## src/rtl/hdlc_rx_pkg.sv

```systemverilog
`timescale 1ns/1ps
package hdlc_rx_pkg;

  // Strobes from the bit-level control into the datapath
  typedef struct packed {
    logic       byteValid;
    logic [7:0] byteData;
    logic       flagSeen;
    logic       abortSeen;
    logic       frameEnd;
    logic       endAligned;
  } rxStrobe_t;

  localparam logic [15:0] CRC_PRESET  = 16'hFFFF;
  localparam logic [15:0] CRC_POLYREV = 16'h8408;
  localparam logic [15:0] CRC_GOOD    = 16'hF0B8;

  localparam logic [1:0] ADDR_STATUS = 2'd0;
  localparam logic [1:0] ADDR_LEN    = 2'd1;
  localparam logic [1:0] ADDR_ENABLE = 2'd2;

  // Fold one octet, LSB first, into a reflected CRC-16 register
  function automatic logic [15:0] crcStep(input logic [15:0] c, input logic [7:0] d);
    logic [15:0] r;
    logic        fb;
    r = c;
    for (int i = 0; i < 8; i++) begin
      fb = r[0] ^ d[i];
      r  = r >> 1;
      if (fb) r = r ^ CRC_POLYREV;
    end
    return r;
  endfunction

endpackage

```

## src/rtl/hdlc_rx_ctrl.sv

```systemverilog
`timescale 1ns/1ps
module hdlc_rx_ctrl
  import hdlc_rx_pkg::*;
(
  input  logic      clk,
  input  logic      rstN,
  input  logic      rxBit,
  input  logic      rxValid,
  output rxStrobe_t strb
);

  logic [2:0] onesCnt;
  logic [2:0] bitCnt;
  logic [7:0] shReg;
  logic       inFrame;
  logic       isStuff, isFlag, isAbort, doPush;

  always_comb begin
    isStuff = rxValid && !rxBit && (onesCnt == 3'd5);
    isFlag  = rxValid && !rxBit && (onesCnt == 3'd6);
    isAbort = rxValid &&  rxBit && (onesCnt == 3'd6);
    doPush  = rxValid && inFrame && !isStuff && !isFlag && !isAbort;

    strb.byteValid  = doPush && (bitCnt == 3'd7);
    strb.byteData   = {rxBit, shReg[7:1]};
    strb.flagSeen   = isFlag;
    strb.abortSeen  = isAbort;
    strb.frameEnd   = isFlag && inFrame;
    strb.endAligned = (bitCnt == 3'd7);
  end

  always_ff @(posedge clk) begin
    if (!rstN) begin
      onesCnt <= '0;
      bitCnt  <= '0;
      shReg   <= '0;
      inFrame <= 1'b0;
    end else if (rxValid) begin
      if (rxBit) onesCnt <= (onesCnt == 3'd7) ? 3'd7 : onesCnt + 3'd1;
      else       onesCnt <= '0;

      if (isFlag) begin
        inFrame <= 1'b1;
        bitCnt  <= '0;
      end else if (isAbort) begin
        inFrame <= 1'b0;
        bitCnt  <= '0;
      end else if (doPush) begin
        shReg  <= {rxBit, shReg[7:1]};
        bitCnt <= bitCnt + 3'd1;
      end
    end
  end

  AST_STUFF_DROP: assert property (@(posedge clk) disable iff (!rstN)
    (isStuff && inFrame) |=> $stable(bitCnt)) else $error("stuffed bit assembled");
  AST_ABORT_EXIT: assert property (@(posedge clk) disable iff (!rstN)
    strb.abortSeen |=> !inFrame) else $error("frame survives abort");
  AST_BYTE_IN_FRAME: assert property (@(posedge clk) disable iff (!rstN)
    strb.byteValid |-> inFrame) else $error("byte outside frame");

endmodule

```

## src/rtl/hdlc_rx_dp.sv

```systemverilog
`timescale 1ns/1ps
module hdlc_rx_dp
  import hdlc_rx_pkg::*;
#(
  parameter int BUF_DEPTH = 32,
  parameter int MIN_BYTES = 4,
  localparam int AW = $clog2(BUF_DEPTH),
  localparam int CW = $clog2(BUF_DEPTH + 1)
)(
  input  logic          clk,
  input  logic          rstN,
  input  rxStrobe_t     strb,
  input  logic          regRdEn,
  input  logic [1:0]    regAddr,
  input  logic          cfgWrEn,
  input  logic [3:0]    cfgWrData,
  input  logic [AW-1:0] bufRdAddr,
  output logic [7:0]    regRdData,
  output logic [7:0]    bufRdData,
  output logic [3:0]    statusQ,
  output logic [3:0]    enableQ
);

  logic [7:0]    mem [BUF_DEPTH];
  logic [CW-1:0] cnt, lenQ;
  logic [15:0]   crcQ;
  logic          frameOk, bufFull, statusClr;
  logic [3:0]    evt;

  always_comb begin
    frameOk   = strb.frameEnd && strb.endAligned && (cnt >= CW'(MIN_BYTES));
    bufFull   = strb.byteValid && (cnt == CW'(BUF_DEPTH - 1));
    evt       = {frameOk || bufFull, frameOk && (crcQ != CRC_GOOD),
                 strb.abortSeen, strb.flagSeen};
    statusClr = regRdEn && (regAddr == ADDR_STATUS);
  end

  always_ff @(posedge clk) begin
    if (!rstN) begin
      cnt     <= '0;
      lenQ    <= '0;
      crcQ    <= CRC_PRESET;
      statusQ <= '0;
      enableQ <= '0;
    end else begin
      if (strb.flagSeen) begin
        cnt  <= '0;
        crcQ <= CRC_PRESET;
      end else if (strb.byteValid) begin
        crcQ <= crcStep(crcQ, strb.byteData);
        if (cnt < CW'(BUF_DEPTH)) cnt <= cnt + CW'(1);
      end
      if (frameOk)      lenQ <= cnt;
      else if (bufFull) lenQ <= CW'(BUF_DEPTH);
      statusQ <= (statusClr ? 4'b0 : statusQ) | evt;
      if (cfgWrEn) enableQ <= cfgWrData;
    end
  end

  always_ff @(posedge clk) begin
    if (strb.byteValid && !strb.flagSeen && (cnt < CW'(BUF_DEPTH)))
      mem[cnt[AW-1:0]] <= strb.byteData;
  end

  always_comb begin
    bufRdData = mem[bufRdAddr];
    case (regAddr)
      ADDR_STATUS: regRdData = {4'b0, statusQ};
      ADDR_LEN:    regRdData = 8'(lenQ);
      ADDR_ENABLE: regRdData = {4'b0, enableQ};
      default:     regRdData = '0;
    endcase
  end

  AST_CNT_BOUND: assert property (@(posedge clk) disable iff (!rstN)
    cnt <= CW'(BUF_DEPTH)) else $error("buffer count overrun");
  AST_STICKY: assert property (@(posedge clk) disable iff (!rstN)
    !$past(statusClr) |-> ((statusQ & $past(statusQ)) == $past(statusQ)))
    else $error("status bit lost without read");
  AST_EOT_LEN: assert property (@(posedge clk) disable iff (!rstN)
    $rose(statusQ[3]) |-> (lenQ >= CW'(MIN_BYTES))) else $error("short frame reported");

endmodule

```

## src/rtl/hdlc_rx.sv

```systemverilog
`timescale 1ns/1ps
module hdlc_rx
  import hdlc_rx_pkg::*;
#(
  parameter int BUF_DEPTH = 32,
  localparam int AW = $clog2(BUF_DEPTH)
)(
  input  logic          clk,
  input  logic          rstN,
  input  logic          rxBit,
  input  logic          rxValid,
  input  logic          regRdEn,
  input  logic [1:0]    regAddr,
  output logic [7:0]    regRdData,
  input  logic          cfgWrEn,
  input  logic [3:0]    cfgWrData,
  input  logic [AW-1:0] bufRdAddr,
  output logic [7:0]    bufRdData,
  output logic          irqOut
);

  rxStrobe_t  strb;
  logic [3:0] statusQ, enableQ;

  hdlc_rx_ctrl u_ctrl (
    .clk(clk), .rstN(rstN), .rxBit(rxBit), .rxValid(rxValid), .strb(strb)
  );

  hdlc_rx_dp #(.BUF_DEPTH(BUF_DEPTH)) u_dp (
    .clk(clk), .rstN(rstN), .strb(strb),
    .regRdEn(regRdEn), .regAddr(regAddr),
    .cfgWrEn(cfgWrEn), .cfgWrData(cfgWrData),
    .bufRdAddr(bufRdAddr), .regRdData(regRdData), .bufRdData(bufRdData),
    .statusQ(statusQ), .enableQ(enableQ)
  );

  assign irqOut = |(statusQ & enableQ);

  AST_IRQ_QUIET: assert property (@(posedge clk) disable iff (!rstN)
    (enableQ == 4'b0) |-> !irqOut) else $error("interrupt while masked");

endmodule

```

## config.mk

```make
export PLATFORM = sky130hd
export DESIGN_NAME = hdlc_rx
export DESIGN_NICKNAME = d
export VERILOG_FILES = /design/src/rtl/hdlc_rx_pkg.sv /design/src/rtl/hdlc_rx_ctrl.sv /design/src/rtl/hdlc_rx_dp.sv /design/src/rtl/hdlc_rx.sv
export SDC_FILE = /design/constraint.sdc
export NUM_CORES = 1
export LEC_CHECK = 0
export ABC_CLOCK_PERIOD_IN_PS = 3600
export BUFFER_PORTS_ARGS = -buffer_cell sky130_fd_sc_hd__buf_4
export CORE_MARGIN = 4
export CORE_UTILIZATION = 60
export CTS_CLUSTER_SIZE = 25
export DETAILED_ROUTE_END_ITERATION = 8
export GPL_TIMING_DRIVEN = 0
export HOLD_SLACK_MARGIN = 0.02
export PLACE_DENSITY_LB_ADDON = 0.05
export SKIP_LAST_GASP = 1
export SYNTH_ARGS = -nofsm -noshare
export SYNTH_HDL_FRONTEND = slang
export SYNTH_SLANG_ARGS = --single-unit
```

## constraint.sdc

```tcl
create_clock -name clk -period 3.6 [get_ports clk]
set_input_delay 0.9 -clock clk [delete_from_list [all_inputs] [get_ports clk]]
set_output_delay 0.9 -clock clk [all_outputs]
set_load 0.01 [all_outputs]
```

# == Word-level counts from Yosys, hierarchy flattened ==
# Memories as Yosys holds them, arrays and structs flattened.
# Cells that the tools add are included.
# Widths: inputs -> output; s select.
# totals
memories,1
reg_bits,51
ramBits,256
wordCells,119
# classes
reduce_logical,33
magnitude_cmp,2
mux,42
n_eq_ne,8
add_sub_neg,3
n_bitwise,21
# memory_table
memory,words,word_bits,read_ports,rd_clocked_by_memory_dff,write_ports,line_no,source
u_dp.mem,32,8,1,0,1,hdlc_rx_dp.sv:24,logic [7:0] mem [BUF_DEPTH];
# op_table
cell,n
$mux 16,29
$not 2->3,8
$logic_and 1x1->1,18
$pmux 6 s3,1
$ne 16x16->1 const B,1
$mux 3,5
$eq 3x3->1 const B,4
$mux 6,2
$xor 1x1->1,8
$add 3x1->3 const B,2
$add 6x1->6 const B,1
$eq 6x5->1 const B,1
$ge 6x3->1 const B,1
$lt 6x6->1 const B,1
$reduce_and 2->1,3
$and 4x4->4,1
$logic_not 1->1,4
$mux 1,4
$mux 4,1
$or 4x4->4,1
$reduce_and 4->1,1
$reduce_bool 2->1,2
$reduce_or 4->1,1
$not 1->1,3
other kinds (6),6

# == Longest topological paths before layout ==
# Gate-level depths: netlist of run 1.
# logic_depth
ltp_word,43
depth_mapped,8
ltp_nobuf,7

# == Modules after synthesis ==
# From an unflattened synthesis of run 1, not the netlist that was laid out.
# unflattened
hier_cells,686
area_unflattened_um2,12305.6
# modules_own_cells
mod,n_inst,cells_per_inst,area_each_um2
hdlc_rx_dp,1,606,11604.9
hdlc_rx_ctrl,1,77,681.9
hdlc_rx,1,3,18.8

# == Worst setup path after synthesis of run 1 ==
# OpenSTA, ideal clock, no wires.
# synth_path
kind,input to output
start,input port bufRdAddr[2]
end,output port bufRdData[0]
arrival_ps,2621
path_slack_ps,79
required_time_ps,2700
path_buffers,2
stages,5
path_cell_list,clkbuf_1 > clkbuf_1 > mux4_2 > mux4_2 > mux2_2
# synth_between
elab_chain_cells,1
# synth_rtl
item,line_no,source
from (decl),hdlc_rx.sv:17,"input logic [AW-1:0] bufRdAddr,"
$mem_v2 32x8,n/a,
to (decl),hdlc_rx.sv:18,"output logic [7:0] bufRdData,"
# No other way between the ends.

# == Worst setup path in the final report of run 1 ==
# layout_path
start,input port bufRdAddr[1]
end,output port bufRdData[5]
# Same word-level chain as after synthesis.

==> results.md, run 1 <==
* Status: finished, final reports clean
* Synth area leader: edfxtp_1
* WHS Path Cells at 2
* R2R Path End: u_dp.mem[8][0]
* Final WL at 25900 um
* Detail Placement HPWL at approximately 17000 um
* Avg WL per Cell at 24.7 um
* Share of the synthesized area in the top cell type at 62.4%
* Via count at approximately 6400
* Worst R2R Setup Slack at 0.59 ns
* Placed cell count at 984
* Gr usage total at 23.3%
* Slew Limit Fails at 0
* Critical Path RT at 2.70 ns
* CP Class: in -> out
* Starting DRT DRC Count at 504
* Minimum clock period at 3.58 ns
* Hold WS at 0.492 ns
* Die Height at 151 um
* Count of final setup violators at 0
* Clk_skew at 0.00743 ns
* Clock sink count at slightly above 300
* Max Cap Viol at 0
* Share of cells above drive strength 1 at 23.7%
* Synth top area cells: edfxtp_1 (62%), mux4_2 (15%), dfxtp_1 (8.1%)
* EDFF count, synth at 256
* Arr. time, crit path at ~2.7 ns
* Maximum buffer depth of the clock tree at 3
* Mapped cell area at around 12000 sq um
* Chip width at 151 um
* Largest net degree at the start of global routing at 36
* Slew at the pin closest to its max-slew limit at 1.36 ns
* Drt drc at 0
* Fmax at ~0.28 GHz
* Post-synth top cells: edfxtp_1 (256), mux4_2 (80), dfxtp_1 (50), nor2_1 (49), nand2_1 (45)
* Final Instance Count excl. Fillers at between 1000 and 1500
* Slew margin rel. at 9.20%
* TritonCTS Buffers at 30
* Yosys warns at 0
* # Post-CTS Setup Buffers at 0
* Final ANT Viol Nets at 0
* Die Area at 22900 sq um
* Drt via density at 6.08
* Commonest register cell after synthesis: edfxtp_1
* Worst Hold Class: reg -> reg
* Worst Path Max Fanout at 5
* Avg Synthesized Cell Area at roughly 18 sq um
* Count leader, synth: edfxtp_1
* DR pass1 iterations at 4
* Ys async rst share at 0%
* Clk_lat worst skew at 0.54 ns
* Ant diodes at 0
* Number of global-route vias before repair at 6608
* Reg-to-reg startpoint: u_ctrl.onesCnt[1]
* Hold EP: u_dp.lenQ[3]
* H-tree levels at 1
* Core Region at just over 20000 sq um
* Synthesis-stage register bit count at 306
* Crit end category: output port
* Initial antenna violation count at 0
* Peak VDD IR at 0.331 mV
* Post-layout util at 69.8%
* Worst hold start: u_dp.lenQ[3]
* Cells after Synth at 691
* Startpoint Class: input pin
* Final #Nets at between 700 and 800
* CTS root buffer: clkbuf_16
* I/O Pins at 34
* Finished layout cell area at around 14000 sq um
* Num rows at 52
* Placed Area at between 10000 and 15000 sq um
* Pwr dens at 486 nW/um^2
* Seq/Total Area, Yosys at about 71%
* Worst-path clk slew at 0.06 ns
* RSZ-0062 raised after global routing: true
* PortBufs at 22
* First-pass GRT wire length at 39300 um
* Post-synth cell types at 41
* Power Total at 6870 uW
* Reg2reg path depth at 8
* Syn-to-layout area delta at 14.7%
* Initial Util at 60.9%
* Leakage at slightly above 0.005 uW
* Tcrit/Tclk final at 99.5%
* Endpoints failing hold at 0
* CTS tree: done
* Gr ovfl total at 0
* RePlAce Congestion at 0.874
-- worst max path at each step --
stage / cells past startpoint / from / end / slack, ns
after detailed placement: 6 / bufRdAddr[2] / bufRdData[1] / -0.69
after CTS: 6 / bufRdAddr[1] / bufRdData[1] / -0.05
after global routing: 8 / rxBit / u_dp.mem[22][3] / -0.08
after global placement: 6 / bufRdAddr[2] / bufRdData[2] / -0.71
after floorplan: 5 / bufRdAddr[2] / bufRdData[0] / 0.08
final: 6 / bufRdAddr[1] / bufRdData[5] / 0.02
-- cell type report --
| class | instances | area, sq um |
|---|---|---|
| plain buffers | 40 | 345 |
| clock buffers | 40 | 810 |
| clock inverters | 14 | 86.3 |
| fillers | 1310 | 6110 |
| inverters | 6 | 22.5 |
| multi-input cells | 340 | 3450 |
| flip-flops and latches | 306 | 8690 |
| well taps | 270 | 338 |
| repair buffers | 30 | 380 |
-- per-layer routing --
metal / wire, um / track usage (%) / up-vias
met5: 0 / 0 / -
met4: 482 / 5.98 / 0
met3: 1440 / 3.65 / 36
met2: 13400 / 39.3 / 205
met1: 10600 / 32.5 / 3293
li1: - / - / 2826
-- flip-flops by register name, summed over array words and instances (netlist names) --
name	flops
u_ctrl.onesCnt	3
u_dp.enableQ	4
u_dp.cnt	6
u_ctrl.shReg	7
u_dp.lenQ	6
u_ctrl.bitCnt	3
u_dp.crcQ	16
u_ctrl.inFrame	1
u_dp.mem	256
u_dp.statusQ	4
-- cells in the final DEF, fill, tap and decap left out, types with 4 or more instances in the layout --
cell | synthesis | final
clkinv_2 | 0 | 6
xor2_1 | 8 | 8
and3_1 | 4 | 4
a21oi_1 | 8 | 8
ha_1 | 9 | 9
buf_4 | 8 | 24
buf_16 | 0 | 4
clkbuf_1 | 24 | 27
mux2_4 | 0 | 5
nor2b_1 | 15 | 15
xnor2_1 | 20 | 20
inv_1 | 6 | 6
buf_6 | 1 | 4
dfxtp_1 | 50 | 49
nand2_1 | 45 | 45
nor2_2 | 0 | 5
buf_12 | 0 | 6
a21boi_0 | 10 | 10
nor2_1 | 49 | 44
clkbuf_16 | 0 | 36
edfxtp_1 | 256 | 256
o21a_1 | 4 | 4
mux4_2 | 80 | 80
clkinv_1 | 0 | 7
o21ai_0 | 15 | 15
mux2i_1 | 18 | 18
nand3_1 | 15 | 15
-- power by group --
group	leakage, uW	switching (uW)	internal [uW]
Clock	0.000441	1220	1640
Combinational	0.00154	104	113
Sequential	0.00315	3.54	3790
-- stage by stage --
step / setup TNS, ns / worst slack [ns]
floorplan: 0 / 0.0786
global placement: -57.56 / -0.708
detailed placement: -69.80 / -0.690
CTS: -0.225 / -0.0490
global route: -5.10 / -0.0831
finish: 0 / 0.0181
-- worst max-delay path, cell delays in order --
cell	delay [ns]
clkbuf_16	0.15
clkbuf_16	0.16
mux4_2	0.53
mux4_2	0.48
mux2_2	0.30
buf_4	0.15
-- kinds of logic (layout without fill, tap and decap cells) --
family,Yosys count,count (layout),synth area share [%]
AOI/OAI and AO/OA,43,43,2.15
xor gates and xnor gates,28,28,1.99
adders and majority gates,9,9,0.914
buffers and inverters,46,130,1.72
DFF,306,306,70.5
muxes,106,106,16.8
other,1,2,0.0304
and+or+nand+nor,152,152,5.84
-- repair_timing --
action | CTS | global route
endpoints found under the setup margin | 8 | 112
resized for setup | 46 | 15
gates cloned | 3 | 5
hold buffers | 0 | 0
Power figures use the tool's default switching activity.
==> run 2, diff against run 1 <==
--- a/config.mk
+++ b/config.mk
@@ -13,7 +13,8 @@
 export DETAILED_ROUTE_END_ITERATION = 8
 export GPL_TIMING_DRIVEN = 0
 export HOLD_SLACK_MARGIN = 0.02
-export PLACE_DENSITY_LB_ADDON = 0.05
+export PLACE_DENSITY = 0.77
+export REMOVE_ABC_BUFFERS = 1
 export SKIP_LAST_GASP = 1
 export SYNTH_ARGS = -nofsm -noshare
 export SYNTH_HDL_FRONTEND = slang
==> results.md, run 2 (synthesis results as in run 1) <==
* Reg2reg path depth at 7 (-1)
* Largest register FFs at 256 (unchanged)
* DR pass1 iterations at 5 (+1)
* Avg WL per Cell at 25.1 um (+1.5%)
* Clock sink count at 306 (unchanged)
* Largest net degree at the start of global routing at 65 (+81%)
* Max Cap Viol at 0 (unchanged)
* Worst R2R Setup Slack at 0.69 ns (+0.10 ns)
* CTS root buffer: clkbuf_16
* Starting DRT DRC Count at 628 (+25%)
* Reg-to-reg startpoint: u_ctrl.onesCnt[1]
* Die Height at 151 um (unchanged)
* Pwr dens at 503 nW/um^2 (+3.5%)
* Power Total at 6920 uW (+0.72%)
* Arr. time, crit path at 2.66 ns (-0.02 ns)
* Pre-CTS WS at -0.880 ns (-0.189 ns)
* Final ANT Viol Nets at 0 (unchanged)
* Slew margin rel. at 7.53% (-1.7 points)
* Crit end category: output port
* Via count at 6339 (-0.33%)
* Worst-path clk slew at 0.06 ns (about the same)
* Worst Hold Class: reg -> reg
* Hold EP: u_dp.lenQ[4]
* Slowest cell on crit path: mux4_2
* Critical Path RT at 2.70 ns (about the same)
* Finished layout cell area at 13700 sq um (-2.7%)
* Core Region at 20200 sq um (unchanged)
* Fill cells at 1246 (-4.9%)
* Crit-path max cell delay at 0.53 ns (about the same)
* Worst hold start: u_dp.lenQ[4]
* Cell Chain, Critical Path: buf_12 > mux4_2 > mux4_2 > mux2_2 > buf_4
* Fmax at 0.281 GHz (+0.71%)
* Ant diodes at 0 (unchanged)
* Syn-to-layout area delta at 11.6%
* WHS Path Cells at 2 (unchanged)
* Most used cell, CP: mux4_2
* RSZ-0062 raised after global routing: false
* RePlAce Congestion at 0.821 (-6.1%)
* Minimum clock period at 3.56 ns (-0.0252 ns)
* Startpoint Class: input pin
* Final critical-path setup slack at 0.0433 ns (+0.0252 ns)
* First-pass GRT wire length at 39000 um (-0.86%)
* CP Class: in -> out
* Placed Area at 12700 sq um (-0.95%)
* Maximum buffer depth of the clock tree at 3 (unchanged)
* Die Area at 22900 sq um (unchanged)
* PortBufs at 31 (+41%)
* Initial Util at 60.9% (unchanged)
* Commonest non-fill, non-tap cell in the layout: edfxtp_1
* Endpoints failing hold at 0 (unchanged)
* Clk_skew at 0.00984 ns (+0.00241 ns)
* Tcrit/Tclk final at 98.8% (-0.70 points)
* Final WL at 25400 um (-2.0%)
* Most frequent cells in the layout: edfxtp_1 (256), mux4_2 (80), dfxtp_1 (50)
* Final #Nets at 743 (-4.7%)
* Clk_lat worst skew at 0.55 ns (about the same)
* Worst Path Max Fanout at 64 (+59)
* Leakage at 0.00496 uW (-3.3%)
* Peak VDD IR at 0.368 mV (+11%)
* Drt via density at 6.28 (+3.2%)
* Post-layout util at 67.9% (-1.9 points)
* Drt drc at 0 (unchanged)
* Slew Limit Fails at 0 (unchanged)
* Number of global-route vias before repair at 6429 (-2.7%)
* Count of final setup violators at 0 (unchanged)
* Gr ovfl total at 0 (unchanged)
* Num rows at 52 (unchanged)
* TritonCTS Buffers at 29 (-3.3%)
* R2R Path End: u_dp.mem[5][6]
* Slew at the pin closest to its max-slew limit at 1.39 ns (+0.0250 ns)
* H-tree levels at 1 (unchanged)
* CTS tree: done
* I/O Pins at 34 (unchanged)
* Chip width at 151 um (unchanged)
* Gr usage total at 22.9% (-0.42 points)
* Status: finished, final reports clean
* Share of cells above drive strength 1 at 23.0% (-0.74 points)
* Initial antenna violation count at 0 (unchanged)
* Detail Placement HPWL at 14900 um (-11%)
[run 2: final cells by class]
class | instances | area (sq um) | share of cell area [%]
Sequential cell | 306 | 8690 | 63.2
Clock inverter | 18 | 123 | 0.892
Timing Repair Buffer | 34 | 345 | 2.51
Clock buffer | 36 | 805 | 5.85
Inverter | 6 | 22.5 | 0.164
Tap cell | 270 | 338 | 2.46
Multi-Input combinational cell | 340 | 3420 | 24.9
[run 2: worst max path at each step]
stage | to | cells after the start | slack [ns] | start
5_1_grt | bufRdData[4] | 5 | 0.03 | bufRdAddr[2]
2_1_floorplan | bufRdData[0] | 3 | 0.59 | bufRdAddr[1]
3_3_place_gp | bufRdData[5] | 5 | -0.85 | bufRdAddr[1]
3_5_place_dp | bufRdData[5] | 5 | -0.88 | bufRdAddr[1]
6_report | bufRdData[5] | 5 | 0.04 | bufRdAddr[2]
4_1_cts | bufRdData[3] | 5 | 0.02 | bufRdAddr[1]
[run 2: critical path, delay by kind of cell]
kind	cells	cell delay [ns]
mux	3	1.25
buf+inv	2	0.44
[run 2: report_power, final]
part | leakage (uW) | internal (uW) | switching (uW)
Clock | 0.000457 | 1660 | 1290
Combinational | 0.00135 | 80.8 | 88.4
Sequential | 0.00315 | 3790 | 3.60
Total | 0.00496 | 5530 | 1390
[run 2: stage by stage]
stage,cells,TNS [ns],hold slack [ns]
floorplan,652,0,0.450
global placement,953,-6.63,0.477
detailed placement,953,-6.84,0.487
CTS,1009,0,0.501
global route,1010,0,0.517
finish,1010,0,0.499
[run 2: what timing repair did]
item                       CTS  global route
buffers inserted             0             0
gates cloned                 2             1
setup endpoints to repair    8             7
gates resized for setup      9             0
hold buffers                 0             0
[run 2: layer usage]
metal / vias up / global-route usage [%] / share of wire [%] / wire length, um
met4: 0 / 5.71 / 2.3 / 576
met5: - / 0 / 0 / 0
met1: 3253 / 33.2 / 40 / 10300
met2: 294 / 37.2 / 50 / 12700
li1: 2745 / - / - / -
met3: 47 / 3.71 / 7.2 / 1820
==> run 3, diff against run 2 <==
--- a/config.mk
+++ b/config.mk
@@ -18,4 +18,5 @@
 export SKIP_LAST_GASP = 1
 export SYNTH_ARGS = -nofsm -noshare
 export SYNTH_HDL_FRONTEND = slang
+export SYNTH_HIERARCHICAL = 1
 export SYNTH_SLANG_ARGS = --single-unit
==> results.md, run 3 <==
* Status: finished, final reports clean
* Post-synth top cells: edfxtp_1 (256), mux4_2 (80), nor2_1 (61), dfxtp_1 (50), nand2_1 (29)
* Count leader, synth: edfxtp_1
* Maximum buffer depth of the clock tree at 3 (unchanged)
* Share of the synthesized area in the top cell type at 62.5% (+0.063 points)
* Multi-input logic area at 3620 sq um (+5.7%)
* Number of global-route vias before repair at 6540 (+1.7%)
* Sequential share of power at 54.1% (-0.7 points)
* Slew Limit Fails at 0 (unchanged)
* Mapped cell area at 12300 sq um (-0.10%)
* Endpoints failing hold at 0 (unchanged)
* TritonCTS Buffers at 30 (+3.4%)
* Worst path buffer plus inverter count at 2 (unchanged)
* Chip width at 151 um (about the same)
* Crit end category: output port
* I/O Pins at 34 (unchanged)
* Drt via density at 6.34 (+1.1%)
* FF+latch area at 8690 sq um (about the same)
* Clock sink count at 306 (unchanged)
* Critical Path Stages at 5 (unchanged)
* Reg2reg path depth at 9 (+2)
* CP top delay family: multiplexers
* Pint at 5650 uW (+2.2%)
* RSZ-0062 raised after global routing: true
* Starting DRT DRC Count at 532 (-15%)
* Fmax at 0.280 GHz (-0.37%)
* CTS tree: done
* Peak VDD IR at 0.350 mV (-5.0%)
* Synthesis-stage register bit count at 306 (unchanged)
* Syn-to-layout area delta at 13.8%
* Pwr dens at 501 nW/um^2 (-0.52%)
* Yosys warns at 6 (+6)
* Die Area at 22900 sq um (about the same)
* Startpoint Class: input pin
* H-tree levels at 1 (unchanged)
* Pre-CTS WS at -2.11 ns (-1.23 ns)
* Switching part of the total at 19.4% (-0.59 points)
* Num rows at 52 (unchanged)
* Most used cell, CP: mux4_2
* Gr ovfl total at 0 (unchanged)
* Gr usage total at 23.6% (+0.69 points)
* Cell Chain, Critical Path: buf_12 > mux4_2 > mux4_2 > mux2_2 > buf_4
* CP Class: in -> out
* Slew at the pin closest to its max-slew limit at 1.32 ns (-0.0643 ns)
* CTS root buffer: clkbuf_16
* Hold WS at 0.506 ns (+0.00698 ns)
* Drt drc at 0 (unchanged)
* Clk_lat worst skew at 0.54 ns (about the same)
* EDFF count, synth at 256 (unchanged)
* Crit-path max cell delay at 0.54 ns (about the same)
* Sw Pwr at 1360 uW (-1.6%)
* Detail Placement HPWL at 14800 um (-0.10%)
* Largest register FFs at 256 (unchanged)
* Synth area leader: edfxtp_1
* Worst Hold Class: reg -> reg
* Minimum clock period at 3.57 ns (+0.0133 ns)
* Worst-path clk slew at 0.06 ns (about the same)
* Final #Nets at 743 (unchanged)
* Tcrit/Tclk final at 99.2% (+0.37 points)
* Arr. time, crit path at 2.67 ns (about the same)
* RePlAce Congestion at 0.796 (-3.0%)
* PortBufs at 31 (unchanged)
* Die Height at 151 um (about the same)
* Slowest cell on crit path: mux4_2
* Fill cells at 1233 (-1.0%)
* Most frequent cells in the layout: edfxtp_1 (256), mux4_2 (80), dfxtp_1 (48)
* Max Cap Viol at 0 (unchanged)
* Avg WL per Cell at 25.9 um (+3.0%)
* DR pass1 iterations at 4 (-1)
* Avg Synthesized Cell Area at 17.9 sq um (+0.63%)
* Core Region at 20200 sq um (unchanged)
* Share of total power in combinational logic at 2.4% (about the same)
* Share of cells above drive strength 1 at 29.3% (+6.4 points)
* Largest net degree at the start of global routing at 65 (unchanged)
* Final WL at 26100 um (+3.0%)
* Commonest non-fill, non-tap cell in the layout: edfxtp_1
* Final critical-path setup slack at 0.0300 ns (-0.0133 ns)
* WHS Path Cells at 2 (unchanged)
* Seq/Total Area, Yosys at 70.6% (+0.072 points)
* Final ANT Viol Nets at 0 (unchanged)
* Count of final setup violators at 0 (unchanged)
* Initial Util at 60.8% (-0.062 points)
* First-pass GRT wire length at 39900 um (+2.5%)
* Initial antenna violation count at 1 (+1)
* Leakage at 0.00493 uW (-0.49%)
* Cells after Synth at 686 (-0.72%)
* Via count at 6408 (+1.1%)
* Critical Path RT at 2.70 ns (about the same)
* Clock power frac at 43.5% (+0.8 points)
* Commonest register cell after synthesis: edfxtp_1
* Post-layout util at 69.2% (+1.3 points)
* Ant diodes at 0 (unchanged)
* Synth top area cells: edfxtp_1 (62%), mux4_2 (15%), dfxtp_1 (8.1%)
* Post-synth cell types at 43 (+4.9%)
* Ys async rst share at 0% (unchanged)
* Worst Path Max Fanout at 64 (unchanged)
* Clk_skew at 0.0132 ns (+0.00338 ns)
* Slew margin rel. at 11.8% (+4.3 points)
-- run 3: cell count changes after synthesis, moves of 8 or more --
| cell | previous run | this run |
|---|---|---|
| nor2_1 | 49 | 61 |
| clkbuf_1 | 24 | 15 |
| nand2_1 | 45 | 29 |
| a21boi_0 | 10 | 2 |
| nand3_1 | 15 | 3 |
-- run 3: metal layers --
layer	up-vias	GRT usage [%]	share of wire, %
met1	3288	34.1	40
met4	2	7.16	2.5
met2	326	37.6	49
met5	-	0	0.050
met3	39	4.01	7.9
li1	2753	-	-
-- run 3: area by class of cell --
class                      instances  share of cell area, %
inverter                          10                  0.277
sequential                       306                   62.0
clock inverter                    21                   1.31
timing repair buffer              35                   2.52
tap                              270                   2.41
multi-input combinational        334                   25.8
clock buffer                      34                   5.62
-- run 3: power groups by stage --
stage               clock [uW]  sequential (uW)  combinational, uW
floorplan                    0             3870               67.6
global placement             0             3870                151
detailed placement           0             3870                155
CTS                       3080             3790                167
global route              3260             3790                181
finish                    3050             3790                169
-- run 3: through the flow --
step | cell area [sq um] | power, uW | setup TNS (ns) | std cells
2_1_floorplan | 12100 | 3940 | -78.15 | 650
3_5_place_dp | 12700 | 4020 | -518.74 | 951
3_3_place_gp | 12700 | 4020 | -474.41 | 951
6_report | 14000 | 7010 | 0 | 1010
5_1_grt | 14000 | 7230 | -0.321 | 1010
4_1_cts | 14000 | 7040 | 0 | 1009
-- run 3: timing repair --
| action | CTS | global route |
|---|---|---|
| buffers inserted | 1 | 0 |
| endpoints found under the setup margin | 266 | 46 |
| pin swaps | 1 | 0 |
| hold buffers | 0 | 0 |
| resized for setup | 73 | 2 |
| cloned | 2 | 1 |
-- run 3: cells by family after synthesis --
| family | share of synthesized area [%] |
|---|---|
| mux | 16.6 |
| flops | 70.6 |
| fa+ha+maj | 0.915 |
| other cells | 0.0305 |
| buf+inv | 1.91 |
| xor+xnor | 1.99 |
| simple gates | 5.35 |
| compound gates | 2.60 |
-- run 3: tightest hold or removal path, delay by kind of cell (launching register included) --
kind               cells  cell delay [ns]
AOI/OAI and AO/OA      1             0.08
DFF                    1             0.32
and+or+nand+nor        1             0.06
-- run 3: worst paths after layout --
kind | from | endpoint | slack (ns)
worst max-delay path | bufRdAddr[2] | bufRdData[2] | 0.03
worst min-delay path | u_dp/statusQ[2] | u_dp/statusQ[2] | 0.51
worst max register to register | u_ctrl/onesCnt[1] | u_dp/mem[11][1] | 0.31
worst min register to register | u_dp/statusQ[2] | u_dp/statusQ[2] | 0.51
